===== config.mk =====
export PLATFORM = sky130hd
export DESIGN_NAME = cmpctl_regs
export DESIGN_NICKNAME = d
export VERILOG_FILES = /design/src/rtl/cmpctl_pkg.sv /design/src/rtl/cmpctl_cfg_regs.sv /design/src/rtl/cmpctl_edge_flags.sv /design/src/rtl/cmpctl_req_gen.sv /design/src/rtl/cmpctl_regs.sv
export SDC_FILE = /design/constraint.sdc
export NUM_CORES = 1
export LEC_CHECK = 0
export BUFFER_PORTS_ARGS = -buffer_cell sky130_fd_sc_hd__clkbuf_2
export CORE_MARGIN = 1
export CORE_UTILIZATION = 55
export DETAILED_ROUTE_END_ITERATION = 16
export PLACE_DENSITY_LB_ADDON = 0.3
export SYNTH_ARGS = -nofsm -noshare
export SYNTH_HDL_FRONTEND = slang
export SYNTH_SLANG_ARGS = --single-unit

===== constraint.sdc =====
create_clock -name clk -period 1.93 [get_ports clk]
set_input_delay 0.386 -clock clk [delete_from_list [all_inputs] [get_ports clk]]
set_output_delay 0.386 -clock clk [all_outputs]
set_load 0.02 [all_outputs]

===== src/rtl/cmpctl_pkg.sv =====
package cmpctl_pkg;
  localparam int REG_W = 8;
  localparam int SEL_W = 3;
  localparam int N_EDGE = 2;  // index 0 = falling, index 1 = rising

  localparam logic [2:0] OFS_TUNE   = 3'd0;
  localparam logic [2:0] OFS_MODE   = 3'd1;
  localparam logic [2:0] OFS_PERIOD = 3'd2;
  localparam logic [2:0] OFS_STAT   = 3'd3;
  localparam logic [2:0] OFS_REF    = 3'd4;
  localparam logic [2:0] OFS_MUX    = 3'd5;

  localparam logic [REG_W-1:0] TUNE_MASK = 8'h73;
  localparam logic [REG_W-1:0] MUX_MASK  = 8'h3F;

  localparam int MODE_EN  = 0;
  localparam int MODE_INV = 3;
  localparam int MODE_WIN = 6;
  localparam int MODE_SMP = 7;

  localparam int ST_OUT  = 0;
  localparam int ST_FALL = 1;
  localparam int ST_RISE = 2;
  localparam int ST_FIE  = 3;
  localparam int ST_RIE  = 4;
  localparam int ST_DMA  = 6;

  // sampling wins over windowing when both are requested
  function automatic logic [REG_W-1:0] mode_sanitize(input logic [REG_W-1:0] w);
    logic [REG_W-1:0] r;
    r = w;
    if (w[MODE_SMP]) r[MODE_WIN] = 1'b0;
    return r;
  endfunction

  function automatic logic edge_seen(input logic cur, input logic prev,
                                     input logic want_rise, input logic active);
    return active & (want_rise ? (cur & ~prev) : (~cur & prev));
  endfunction

  // a new event dominates a simultaneous clear
  function automatic logic flag_next(input logic cur, input logic set, input logic clr);
    return set | (cur & ~clr);
  endfunction

  function automatic logic sel_clash(input logic [REG_W-1:0] mux);
    return mux[2*SEL_W-1:SEL_W] == mux[SEL_W-1:0];
  endfunction
endpackage


===== src/rtl/cmpctl_cfg_regs.sv =====
module cmpctl_cfg_regs
  import cmpctl_pkg::*;
#(
  parameter int ADDR_W = 3
) (
  input  logic              clk,
  input  logic              rst_n,
  input  logic              wr_en,
  input  logic [ADDR_W-1:0] addr,
  input  logic [REG_W-1:0]  wdata,
  output logic [REG_W-1:0]  tune_q,
  output logic [REG_W-1:0]  mode_q,
  output logic [REG_W-1:0]  period_q,
  output logic [REG_W-1:0]  ref_q,
  output logic [REG_W-1:0]  mux_q
);
  logic hit_tune, hit_mode, hit_period, hit_ref, hit_mux;

  assign hit_tune   = wr_en && (addr == ADDR_W'(OFS_TUNE));
  assign hit_mode   = wr_en && (addr == ADDR_W'(OFS_MODE));
  assign hit_period = wr_en && (addr == ADDR_W'(OFS_PERIOD));
  assign hit_ref    = wr_en && (addr == ADDR_W'(OFS_REF));
  assign hit_mux    = wr_en && (addr == ADDR_W'(OFS_MUX));

  always_ff @(posedge clk or negedge rst_n) begin
    if (!rst_n) begin
      tune_q   <= '0;
      mode_q   <= '0;
      period_q <= '0;
      ref_q    <= '0;
      mux_q    <= '0;
    end else begin
      if (hit_tune)   tune_q   <= wdata & TUNE_MASK;
      if (hit_mode)   mode_q   <= mode_sanitize(wdata);
      if (hit_period) period_q <= wdata;
      if (hit_ref)    ref_q    <= wdata;
      if (hit_mux)    mux_q    <= wdata & MUX_MASK;
    end
  end
endmodule


===== src/rtl/cmpctl_edge_flags.sv =====
module cmpctl_edge_flags
  import cmpctl_pkg::*;
(
  input  logic              clk,
  input  logic              rst_n,
  input  logic              cmp_in,
  input  logic              active,
  input  logic [N_EDGE-1:0] clr,
  output logic [N_EDGE-1:0] flag_q,
  output logic [N_EDGE-1:0] evt
);
  logic prev_q;

  always_ff @(posedge clk or negedge rst_n) begin
    if (!rst_n) prev_q <= 1'b0;
    else        prev_q <= cmp_in;
  end

  for (genvar g = 0; g < N_EDGE; g++) begin : g_slot
    localparam logic IS_RISE = (g == 1);
    logic f_q;
    assign evt[g] = edge_seen(cmp_in, prev_q, IS_RISE, active);
    always_ff @(posedge clk or negedge rst_n) begin
      if (!rst_n) f_q <= 1'b0;
      else        f_q <= flag_next(f_q, evt[g], clr[g]);
    end
    assign flag_q[g] = f_q;
  end
endmodule


===== src/rtl/cmpctl_req_gen.sv =====
module cmpctl_req_gen
  import cmpctl_pkg::*;
(
  input  logic              clk,
  input  logic              rst_n,
  input  logic              ctl_we,
  input  logic [REG_W-1:0]  ctl_wdata,
  input  logic [N_EDGE-1:0] flags,
  output logic              fall_ie_q,
  output logic              rise_ie_q,
  output logic              dma_en_q,
  output logic              irq,
  output logic              dma_req
);
  always_ff @(posedge clk or negedge rst_n) begin
    if (!rst_n) begin
      fall_ie_q <= 1'b0;
      rise_ie_q <= 1'b0;
      dma_en_q  <= 1'b0;
    end else if (ctl_we) begin
      fall_ie_q <= ctl_wdata[ST_FIE];
      rise_ie_q <= ctl_wdata[ST_RIE];
      dma_en_q  <= ctl_wdata[ST_DMA];
    end
  end

  assign irq     = (flags[1] & rise_ie_q) | (flags[0] & fall_ie_q);
  assign dma_req = dma_en_q & (|flags);
endmodule


===== src/rtl/cmpctl_regs.sv =====
module cmpctl_regs
  import cmpctl_pkg::*;
#(
  parameter int ADDR_W = 3
) (
  input  logic              clk,
  input  logic              rst_n,
  input  logic [ADDR_W-1:0] bus_addr,
  input  logic              bus_wr,
  input  logic [7:0]        bus_wdata,
  output logic [7:0]        bus_rdata,
  input  logic              cmp_out_i,
  output logic              irq_o,
  output logic              dma_req_o,
  output logic              cmp_active_o
);
  logic [REG_W-1:0]  tune_q, mode_q, period_q, ref_q, mux_q;
  logic [REG_W-1:0]  stat_rd;
  logic [N_EDGE-1:0] edge_flag, edge_evt, edge_clr;
  logic              stat_we, fall_ie, rise_ie, dma_en;
  logic              active;

  cmpctl_cfg_regs #(.ADDR_W(ADDR_W)) u_cfg (
    .clk(clk), .rst_n(rst_n), .wr_en(bus_wr), .addr(bus_addr), .wdata(bus_wdata),
    .tune_q(tune_q), .mode_q(mode_q), .period_q(period_q), .ref_q(ref_q), .mux_q(mux_q)
  );

  assign active       = mode_q[MODE_EN] & ~sel_clash(mux_q);
  assign cmp_active_o = active;

  assign stat_we  = bus_wr && (bus_addr == ADDR_W'(OFS_STAT));
  assign edge_clr = stat_we ? {bus_wdata[ST_RISE], bus_wdata[ST_FALL]} : '0;

  cmpctl_edge_flags u_edges (
    .clk(clk), .rst_n(rst_n), .cmp_in(cmp_out_i), .active(active),
    .clr(edge_clr), .flag_q(edge_flag), .evt(edge_evt)
  );

  cmpctl_req_gen u_req (
    .clk(clk), .rst_n(rst_n), .ctl_we(stat_we), .ctl_wdata(bus_wdata), .flags(edge_flag),
    .fall_ie_q(fall_ie), .rise_ie_q(rise_ie), .dma_en_q(dma_en),
    .irq(irq_o), .dma_req(dma_req_o)
  );

  always_comb begin
    stat_rd          = '0;
    stat_rd[ST_OUT]  = active ? cmp_out_i : mode_q[MODE_INV];
    stat_rd[ST_FALL] = edge_flag[0];
    stat_rd[ST_RISE] = edge_flag[1];
    stat_rd[ST_FIE]  = fall_ie;
    stat_rd[ST_RIE]  = rise_ie;
    stat_rd[ST_DMA]  = dma_en;
  end

  always_comb begin
    bus_rdata = '0;
    if (bus_addr == ADDR_W'(OFS_TUNE))        bus_rdata = tune_q;
    else if (bus_addr == ADDR_W'(OFS_MODE))   bus_rdata = mode_q;
    else if (bus_addr == ADDR_W'(OFS_PERIOD)) bus_rdata = period_q;
    else if (bus_addr == ADDR_W'(OFS_STAT))   bus_rdata = stat_rd;
    else if (bus_addr == ADDR_W'(OFS_REF))    bus_rdata = ref_q;
    else if (bus_addr == ADDR_W'(OFS_MUX))    bus_rdata = mux_q;
  end
endmodule


# == Word level (Yosys, flattened, before mapping) ==
# Cells that the tools add are included.
# totals
reg_bits,41
input_bits,15
out_inout_bits,11
wordCells,52
# classes
n_eq_ne,6
mux,9
n_bitwise,18
n_reduce_logical,8
# op_table
cell,n
8-bit 2-to-1 mux,5
1-bit bitwise AND,10
"3-bit by 2-bit equality test with 1-bit output, second input constant",2
"3-bit equality test, second input constant",2
1-bit logical AND,6
6-bit 2-to-1 mux,1
1-bit inverter,5
"3-bit by 1-bit equality test with 1-bit output, second input constant",1
3-bit equality test,1
3-bit logical NOT,1
1-bit bitwise OR,3
1-bit 2-to-1 mux,2
2-bit 2-to-1 mux,1
2-bit OR reduction,1

# == Depth between registers and ports, before layout ==
# depth
word_depth,8
depth_mapped,5
ltp_nobuf,4

# == Modules after synthesis ==
# A second synthesis with hierarchy kept.
# hier_totals
cells_unflattened,165
area_unflattened_um2,2179.6
# modules_own_cells
mod,instances,cells_per_inst,area_each_um2,seq_area_each_um2
cmpctl_cfg_regs,1,85,1406.3,875.8
cmpctl_regs,1,60,520.5,0.0
cmpctl_edge_flags,1,12,127.6,75.1
cmpctl_req_gen,1,8,125.1,75.1

# == Least setup slack after synthesis ==
# No wires, ideal clock.
# synth_timing
kind,register -> output
startpoint,register u_cfg.mux_q[3]
endpoint,output bus_rdata[0]
arrival_time_ns,1.638
required_ns,1.544
path_slack_ns,-0.094
stages_incl_launch_ff,5
path_buffers,0
path_cell_list,dfrtp_1 > xnor2_1 > a31oi_1 > mux2i_1 > o221ai_1
# synth_via
elab_chain_len,8
# synth_rtl
element,line,text
from (decl),cmpctl_cfg_regs.sv:15,output logic [REG_W-1:0] mux_q
from (signal assigned),cmpctl_cfg_regs.sv:37,if (hit_mux) mux_q <= wdata & MUX_MASK;
3-bit equality test,cmpctl_pkg.sv:47,return mux[2*SEL_W-1:SEL_W] == mux[SEL_W-1:0];
1-bit inverter,cmpctl_regs.sv:28,assign active = mode_q[MODE_EN] & ~sel_clash(mux_q);
1-bit bitwise AND,cmpctl_regs.sv:28,
via cmp_active_o,cmpctl_regs.sv:15,output logic cmp_active_o
1-bit 2-to-1 mux,cmpctl_regs.sv:47,stat_rd[ST_OUT] = active ? cmp_out_i : mode_q[MODE_INV];
8-bit 2-to-1 mux,cmpctl_regs.sv:60,else if (bus_addr == ADDR_W'(OFS_STAT)) bus_rdata = stat_rd;
8-bit 2-to-1 mux,cmpctl_regs.sv:59,else if (bus_addr == ADDR_W'(OFS_PERIOD)) bus_rdata = period_q;
8-bit 2-to-1 mux,cmpctl_regs.sv:58,else if (bus_addr == ADDR_W'(OFS_MODE)) bus_rdata = mode_q;
8-bit 2-to-1 mux,cmpctl_regs.sv:57,if (bus_addr == ADDR_W'(OFS_TUNE)) bus_rdata = tune_q;
to (decl),cmpctl_regs.sv:11,"output logic [7:0] bus_rdata,"
# The timed path passes the listed nets, and every way through them passes these cells.

# == Worst setup path in the final report ==
# layout_timing
startpoint,register u_req.fall_ie_q
endpoint,output bus_rdata[3]
# layout_via
elab_chain_len,4
# layout_rtl
element,line,text
from (decl),cmpctl_req_gen.sv:9,"output logic fall_ie_q,"
from (signal assigned),cmpctl_req_gen.sv:21,fall_ie_q <= ctl_wdata[ST_FIE];
8-bit 2-to-1 mux,cmpctl_regs.sv:60,
8-bit 2-to-1 mux,cmpctl_regs.sv:59,
8-bit 2-to-1 mux,cmpctl_regs.sv:58,
8-bit 2-to-1 mux,cmpctl_regs.sv:57,
# Every way passes these cells.

==> run_results.csv <==
group,metric,value,unit
synth,ys.warnings.count,0,
route,drt_iter0_drc,127,
worst_setup_path,required,1.54,ns
timing,setup_ws,-0.249,ns
route,wl,4630,µm
clocking,htreeDepth,2,
die,die_x,62.6,µm
worst_setup_path,cpPeakStageDelay,0.42,ns
worst_setup_path,worst-path-buf-inv,1,
synth,synth_area,2020,µm²
pwr,netSwitchingPower,0.000717,W
global_routing,grtUsageTotal,26.7,%
route,detail-route-antenna-nets,0,
finish,final_cell_mix,"41 x dfrtp_1, 39 x mux2_2, 32 x buf_4",
worst_setup_path,endpoint_kind,"output port",
pwr,cellPowerDensity,978,nW/µm²
pwr,p_int,0.00172,W
clocking,cts_max_path_buffers,2,
finish,multi_input_area,951,µm²
clocking,clkSinkCount,41,
clocking,holdBufCountCts,0,
timing,clock.fmax,459,MHz
place,routabilityCongestion,0.862,
timing,clock_skew,0.0172,ns
synth,synth_area_leaders,"dfrtp_1 51%, mux2_2 22%, mux2i_1 3.0%",
worst_setup_path,crit_type,"flop to output port",
global_routing,antenna_found_initial,0,
clocking,clock-root-buffer,"clkbuf_4",
clocking,cts_buffers,5,
finish,nNetsFinal,230,
synth,yosys.area.top_type,"dfrtp_1",
worst_setup_path,rr_worst_depth,4,
worst_setup_path,crit_chain,"a22o_1 -> a222oi_1 -> o221ai_1 -> buf_4",
timing,setup_violations,4,
synth,ys_types,33,
pwr,clock_power_share,23.9,%
finish,drive_above_1_share,49.1,%
worst_setup_path,crit_cells,4,
timing,hold_slack,0.0589,ns
global_routing,grt_max_degree,42,
die,die_area,3920,µm²
synth,syn_nets,177,
die,die_h,62.6,µm
worst_setup_path,critPathSlowestCell,"dfrtp_1",
worst_setup_path,startpoint,"u_req.fall_ie_q",
timing,rsz0062_at_grt,"yes",
route,route.detailed.drc,0,
place,dp_hpwl,3440,µm
run,drv_cap,0,
route,avgViaCountPerCell,5.87,
pwr,seqPwrFrac,48.4,%
global_routing,grt_overflow,0,
die,fp.coreArea,3420,µm²
finish,regArea,1030,µm²
timing,hold_violations,0,
outcome,status,"finished, violations left",
synth,synth_cells,162,
pwr,power,0.00244,W
timing,min_period,2.18,ns
finish,n_fill_cell,244,
worst_setup_path,cp-start-kind,"flop",
timing,timing.final.crit_share,113,%
worst_setup_path,r2r-start,"u_cfg.mux_q[3]",
worst_setup_path,crit_family,"compound AO/OA/AOI/OAI gates",
global_routing,grt_pass1_wl,7800,µm
die,start_util,59.1,%
synth,synth_top_area_share,50.8,%
clocking,cts_tree,"done",
synth,syn_avg_cell_area,12.5,µm²
clocking,clkLatencyLatePin,0.36,ns
timing,maxSlewViolCount,0,
synth,async_reset_ff_share,100,%
worst_setup_path,r2r_end,"u_edges.g_slot[1].f_q",
global_routing,grt_pass1_vias,1581,
finish,area_growth,23.5,%
die,rows,21,
pwr,ir_drop,0.666,mV
worst_hold_path,min_path_type,"input pin to async pin",
worst_setup_path,critPathMaxFanout,3,
worst_setup_path,r2r_slack,0.64,ns
die,io_pins,26,
worst_setup_path,worstPathArrival,1.79,ns
clocking,path_clk_slew,0.13,ns
timing,tightestPinTransition,0.491,ns
synth,synth_ff_type,"dfrtp_1",
route,via_count,1539,
outcome,violations,"setup timing",
route,wl_per_cell,17.7,µm
synth,ys_seq_area_share,50.8,%
timing,slew_headroom,67.2,%
place,portBuffers,25,
pwr,p_sw_share,29.4,%
finish,num_antenna_cells,0,
finish,final_common_cell,"dfrtp_1",
synth,synth_edf_count,0,
pwr,leakagePower,1.13,nW
route,dr.pass1.iters,4,
worst_setup_path,crit_end,"bus_rdata[3]",
synth,ys_ff_latch,41,
finish,final_util,73.0,%
pwr,combPwrFrac,27.7,%
-- power by group through the flow --
stage,Sequential [W],Clock [W],Combinational [W]
3_3_place_gp,0.00119,0,0.000593
4_1_cts,0.00118,0.000591,0.000660
5_1_grt,0.00120,0.000627,0.000732
2_1_floorplan,0.00115,0,0.000436
6_report,0.00118,0.000584,0.000675
3_5_place_dp,0.00120,0,0.000614
-- how the worst min path moves through the flow --
stage | start | endpoint | slack (ns) | cells after the start
finish | rst_n | u_req.rise_ie_q | 0.06 | 2
global route | rst_n | u_cfg.tune_q[4] | 0.1 | 2
CTS | rst_n | u_cfg.mux_q[3] | 0.08 | 2
detailed placement | rst_n | u_cfg.tune_q[4] | 0.47 | 2
global placement | rst_n | u_cfg.tune_q[4] | 0.46 | 2
floorplan | rst_n | u_cfg.mode_q[0] | 0.09 | 0
-- layer usage --
layer  part of all wire [%]  up-vias  track usage [%]
met2                     51       42             44.4
met4                    2.2        0             10.5
met5                      0        -                0
met3                    4.0       10             5.47
met1                     43      776             34.2
li1                       -      711                -
-- cells by family after synthesis --
family                    share of synthesized area (%)
buffers and inverters                              2.73
DFF                                                50.8
and+or+nand+nor                                    8.49
AOI/OAI and AO/OA                                  10.8
xor gates and xnor gates                           1.30
muxes                                              25.8
-- metrics by stage --
step	setup TNS (ns)	setup slack, ns	cells	area (µm²)
2_1_floorplan	0	0.0651	162	2030
3_3_place_gp	-0.0268	-0.0268	250	2350
3_5_place_dp	-0.160	-0.0849	250	2350
4_1_cts	-0.412	-0.142	261	2480
5_1_grt	-0.849	-0.282	262	2490
6_report	-0.512	-0.249	262	2490
-- cell usage after synthesis, types with 2 or more instances --
master and number:
dfrtp_1 41, mux2_2 39, nand2_1 9, inv_1 6, mux2i_1 6, nor2_1 6
a21oi_1 5, buf_2 5, a22o_1 4, o21ai_0 4, a22oi_1 3, nor2b_1 3
o221ai_1 3, xnor2_1 3, a222oi_1 2, a32o_1 2, and2_1 2, nand2b_1 2
o21a_1 2, o22ai_1 2
-- layout make-up --
type,instances,area share (%)
inverters,6,0.903
clock buffers,6,2.06
multi-input cells,109,38.1
clock inverters,2,1.50
repair buffers,52,14.0
flip-flops and latches,41,41.1
well taps,46,2.31
-- state kept, by name, indices dropped and copies added, names as in the netlist, 2 cells and up --
register and cells:
u_cfg.mode_q 8, u_cfg.mux_q 6, u_cfg.period_q 8, u_cfg.ref_q 8, u_cfg.tune_q 5, u_edges.g_slot.f_q 2
-- worst reg2reg max path, stage by stage, from the launching register on --
cell and delay, ns:
dfrtp_1 0.43, xnor2_1 0.22, a31oi_2 0.13, buf_4 0.17, a32o_1 0.25
-- what timing repair did --
item	in CTS	in global routing
pin swaps	6	2
resized for setup	6	8
endpoints found under the setup margin	5	7
hold endpoints to repair	0	0
setup buffers	3	1
(Power assumes the default switching activity.)
